--- src/rtl/rst_status_ctrl.sv ---
module rst_status_ctrl #(
  parameter int SST_CYCLES = 1024,
  parameter int OPT_CYCLES = 16
) (
  input  logic clk,
  input  logic por_n,
  input  logic rst_pin_n,
  input  logic wdt_expire,
  input  logic halt_enter,
  input  logic wake_evt,
  input  logic clr_wdt,
  output logic cold_rst,
  output logic warm_rst,
  output logic ready,
  output logic flag_to,
  output logic flag_pd
);
  localparam int CW = $clog2(SST_CYCLES > OPT_CYCLES ? SST_CYCLES : OPT_CYCLES);

  typedef enum logic [1:0] {S_COLD, S_OPT, S_WAKE, S_RUN} st_e;

  logic [1:0]    sync_q;
  st_e           state;
  logic [CW-1:0] cnt;
  logic          warm_q, in_halt, pin_prev, to_q, pd_q;

  wire arst_n = por_n & rst_pin_n;
  wire sync_n = sync_q[1];

  always_ff @(posedge clk or negedge arst_n)
    if (!arst_n) sync_q <= 2'b00;
    else         sync_q <= {sync_q[0], 1'b1};

  wire run      = (state == S_RUN);
  wire wdt_hit  = run & wdt_expire;
  wire warm_go  = wdt_hit & in_halt;
  wire cold_go  = wdt_hit & ~in_halt;
  wire clr_go   = run & ~wdt_expire & clr_wdt;
  wire halt_go  = run & ~wdt_expire & ~clr_wdt & ~in_halt & halt_enter;
  wire wake_go  = run & ~wdt_expire & in_halt & wake_evt;
  wire pin_hit  = pin_prev & ~sync_n;
  wire sst_last = (cnt == CW'(SST_CYCLES - 1));
  wire opt_last = (cnt == CW'(OPT_CYCLES - 1));

  always_ff @(posedge clk or negedge sync_n)
    if (!sync_n) begin
      state  <= S_COLD;
      cnt    <= '0;
      warm_q <= 1'b0;
    end else begin
      warm_q <= warm_go;
      case (state)
        S_COLD:
          if (sst_last) begin state <= S_OPT; cnt <= '0; end
          else cnt <= cnt + CW'(1);
        S_OPT:
          if (opt_last) begin state <= S_RUN; cnt <= '0; end
          else cnt <= cnt + CW'(1);
        S_WAKE:
          if (sst_last) begin state <= S_RUN; cnt <= '0; end
          else cnt <= cnt + CW'(1);
        default: begin
          cnt <= '0;
          if (cold_go) state <= S_COLD;
          else if (warm_go || wake_go) state <= S_WAKE;
        end
      endcase
    end

  always_ff @(posedge clk or negedge por_n)
    if (!por_n) begin
      pin_prev <= 1'b0;
      in_halt  <= 1'b0;
      to_q     <= 1'b0;
      pd_q     <= 1'b0;
    end else begin
      pin_prev <= sync_n;
      if (pin_hit) begin
        if (in_halt) begin
          to_q <= 1'b0;
          pd_q <= 1'b1;
        end
        in_halt <= 1'b0;
      end else if (wdt_hit) begin
        to_q <= 1'b1;
        if (in_halt) pd_q <= 1'b1;
        in_halt <= 1'b0;
      end else begin
        if (clr_go) begin
          to_q <= 1'b0;
          pd_q <= 1'b0;
        end
        if (halt_go) begin
          pd_q    <= 1'b1;
          in_halt <= 1'b1;
        end
        if (wake_go) in_halt <= 1'b0;
      end
    end

  assign cold_rst = (state == S_COLD) || (state == S_OPT);
  assign warm_rst = warm_q;
  assign ready    = run;
  assign flag_to  = to_q;
  assign flag_pd  = pd_q;


  warm_pulse_chk: assert property (@(posedge clk) disable iff (!sync_n)
    warm_rst |=> !warm_rst);


  warm_not_cold_chk: assert property (@(posedge clk) disable iff (!sync_n)
    warm_rst |-> (!cold_rst && flag_to && flag_pd));


  wdt_cold_chk: assert property (@(posedge clk) disable iff (!sync_n)
    (ready && wdt_expire && !in_halt) |=> (cold_rst && flag_to));


  clr_flags_chk: assert property (@(posedge clk) disable iff (!sync_n)
    (ready && clr_wdt && !wdt_expire) |=> (!flag_to && !flag_pd && ready));


  halt_pd_chk: assert property (@(posedge clk) disable iff (!sync_n)
    (ready && halt_enter && !wdt_expire && !clr_wdt) |=> flag_pd);


  idle_hold_chk: assert property (@(posedge clk) disable iff (!sync_n)
    (!ready && !cold_rst) |=> (!cold_rst && $stable(flag_to) && $stable(flag_pd)));
endmodule

--- config.mk ---
export PLATFORM = sky130hd
export DESIGN_NAME = rst_status_ctrl
export DESIGN_NICKNAME = d
export VERILOG_FILES = /design/src/rtl/rst_status_ctrl.sv
export SDC_FILE = /design/constraint.sdc
export NUM_CORES = 1
export LEC_CHECK = 0
export BUFFER_PORTS_ARGS = -buffer_cell sky130_fd_sc_hd__buf_4
export CORE_MARGIN = 2
export CORE_UTILIZATION = 50
export DETAILED_ROUTE_END_ITERATION = 10
export PLACE_DENSITY = 0.69
export SETUP_SLACK_MARGIN = 0.1
export SYNTH_ARGS = -nofsm -noshare
export SYNTH_HDL_FRONTEND = slang
export SYNTH_SLANG_ARGS = --single-unit
export TNS_END_PERCENT = 30
--- constraint.sdc ---
create_clock -name clk -period 1.1 [get_ports clk]
set_input_delay 0.22 -clock clk [delete_from_list [all_inputs] [get_ports clk]]
set_output_delay 0.22 -clock clk [all_outputs]
set_load 0.05 [all_outputs]
==> results.yml <==
sta:
  skew_ns: 0.004955
  period_share: 1.638
  setup_viol: 21
  drv_slew: 0
  rsz0062_at_grt: "true"
  fmax_mhz: 555.2
  tns_ns: -9.775
  period_needed_ns: 1.801
  finalHoldViolCount: 0
  setup_ws_ns: -0.7013
drt:
  avgRoutedWirePerCell_um: 20.91
  vias: 1002
  drc: 0
  drt-total-wl_um: 3660
  drtPass1Iterations: 4
  final_antenna_net_count: 0
  drt_iter0_markers: 34
  via_per_inst: 5.726
pwr:
  comb_power_share: 0.719
  seqPwrFrac: 0.203
  leakagePower_uw: 0.0007812
  swShare: 0.4299
  p_sw_uw: 1987
  ir_worst_vdd_mv: 1.868
  internal-power_uw: 2635
  clkPwrFrac: 0.078
  power.density_mw_per_mm2: 2728
floorplan:
  core-area_mm2: 0.001902
  pin_count: 12
  start_util: 0.5184
  dieArea_mm2: 0.002343
  fp.dieW_um: 48.41
  num_rows: 16
  die_y_um: 48.41
place:
  gp_congestion: 0.7886
  port_buffers: 11
  dp_hpwl_um: 1555
worst_setup_path:
  worst_setup_path_end_kind: "flip-flop"
  worstReg2RegEnd: "state[0]"
  cp.required_ns: 1.31
  crit_fanout: 2
  critPathLaunchType: "flip-flop"
  crit_type: "reg -> reg"
  reg2reg_slack_ns: -0.70
  arrival_ns: 2.01
  crit_start: "state[1]"
  crit_end: "state[0]"
  reg2reg_depth: 8
  reg2reg_from: "state[1]"
synthesis:
  ys_seq_elements: 19
  ys_seq_area_frac: 0.4822
  synth_fp_nets: 104
  ys_async_sr_fraction: 1.000
  ys.flop_type: "dfrtp_1"
  netlist_area_um2: 985.9
  synth-edff-count: 0
  syn_inst: 91
  avgSynthCellArea_um2: 10.83
  netlist-cell-type-count: 33
  yosys_warnings: 0
clock_tree:
  clock_path_buffers: 2
  cts_inserted_buffers: 3
  cts_tree: "built"
  clkSlewWorstSetupHoldPaths_ns: 0.11
  htree_num_levels: 1
  clk_latency_ns: 0.30
  cts.sinks: 19
  root_buffer: "clkbuf_4"
global_routing:
  met1_usage: 0.3347
  grt_pass1_vias: 1042
  antenna_found_initial: 0
  gr-usage-all-layers: 0.2898
  grt_max_degree: 15
  grt-ovfl-total: 0
  busiest_layer: "met2"
  grtUsageMet3: 0.04012
  use_met2: 0.5069
  grt_first_pass_wirelength_um: 5085
worst_hold_path:
  hold_path_class: "reg -> async"
final_layout:
  fin_util: 0.8908
  drive_gt1_frac: 0.5946
  finalNetCount: 162
  fillers: 85
  area_growth_pct: 71.83
  antennaDiodeCount: 0
job:
  drv_cap: 0
run_status:
  status: "finished with violations"
  violations: "setup timing"
final cells by class:
cell class              count  area [µm²]  area share
inverters                   4       17.52     0.01034
multi-input cells          66       636.9      0.3759
flip-flops and latches     19       475.5      0.2807
well taps                  27       33.78     0.01994
repair buffers             55       503.0      0.2969
clock buffers               3       22.52     0.01329
clock inverters             1       5.005    0.002954
what timing repair did:
| action | CTS | global route |
|---|---|---|
| hold buffers | 2 | 0 |
| endpoints found under the setup margin | 21 | 21 |
| gates cloned | 0 | 0 |
| resized for setup | 29 | 16 |
| pin swaps | 7 | 5 |
| setup buffers | 9 | 5 |
| endpoints found under the hold margin | 6 | 0 |
layout by cell type (no fill, tap or decap), types with 2 or more instances in the layout:
master / netlist / final
a21oi_1: 5 / 5
buf_12: 0 / 2
buf_4: 1 / 37
buf_6: 0 / 12
buf_8: 0 / 2
clkbuf_4: 0 / 3
dfrtp_1: 19 / 19
dlygate4sd3_1: 0 / 2
ha_4: 0 / 4
inv_2: 0 / 2
nand2_1: 5 / 3
nand3_1: 4 / 4
nor2_1: 14 / 4
nor2_2: 0 / 7
nor2_4: 0 / 3
o21ai_1: 0 / 2
xnor2_1: 2 / 2
xor2_1: 5 / 5
layer usage:
metal	share of wire	wire length, µm	vias up
li1	-	-	430
met1	0.37	1361	496
met2	0.51	1877	58
met3	0.060	218	18
met4	0.055	203	0
met5	0	0	-
worst min-delay path by stage:
stage / startpoint / end / slack (ns) / depth (start not counted)
2_1_floorplan: por_n / flag_pd / -0.08 / 0
3_3_place_gp: por_n / in_halt / 0.02 / 1
3_5_place_dp: por_n / in_halt / 0.02 / 1
4_1_cts: sync_q[1] / cnt[6] / 0.23 / 1
5_1_grt: por_n / flag_pd / 0.25 / 2
6_report: sync_q[1] / cnt[6] / 0.22 / 1
power by group through the flow:
stage,Clock [µW],Sequential [µW],Combinational [µW]
final,363,937,3320
after global routing,400,945,3440
after CTS,379,917,2780
after detailed placement,0,927,1980
after global placement,0,918,1940
after floorplan,0,1100,1150
synthesized netlist by cell type, drive strengths merged (2+ instances only):
cell type  count  area (µm²)
a21oi          5       25.02
o21ai          2       10.01
xnor2          2       17.52
and4           2       20.02
inv            4       15.01
dfrtp         19       475.5
nand3          4       20.02
nor3           2       10.01
nand2          5       18.77
nor2          14       52.55
and3           2       12.51
xor2           5       43.79
ha             6       75.07
stage by stage:
stage          cells  cell area [µm²]  setup WS [ns]  hold slack [ns]  total power, µW
2_1_floorplan     91             1045        -0.5690         -0.07559             2249
3_3_place_gp     155             1346        -0.5837          0.02143             2860
6_report         175             1694        -0.7013           0.2243             4622
5_1_grt          175             1694        -0.7465           0.2502             4786
3_5_place_dp     155             1346        -0.6561          0.02372             2906
4_1_cts          170             1598        -0.5818           0.2285             4077
critical path: stages (launching register included):
cell	delay, ns
dfrtp_1	0.41
inv_2	0.08
ha_4	0.17
buf_6	0.11
nor2_4	0.16
a41oi_4	0.07
a311oi_4	0.29
buf_4	0.17
mux2i_1	0.25
state kept, by name, indices dropped and copies added, names as in the netlist:
register,cells
pin_prev,1
flag_to,1
state,2
in_halt,1
cnt,10
warm_rst,1
flag_pd,1
sync_q,2
kinds of logic after synthesis:
| kind of cell | Yosys count | synth area share |
|---|---|---|
| compound gates | 14 | 0.1371 |
| xor+xnor | 7 | 0.06218 |
| fa+ha+maj | 6 | 0.07614 |
| buf+inv | 6 | 0.02664 |
| flops | 19 | 0.4822 |
| mux | 2 | 0.02538 |
| other cells | 1 | 0.003803 |
| simple gates | 36 | 0.1866 |
(Power assumes the default switching activity.)
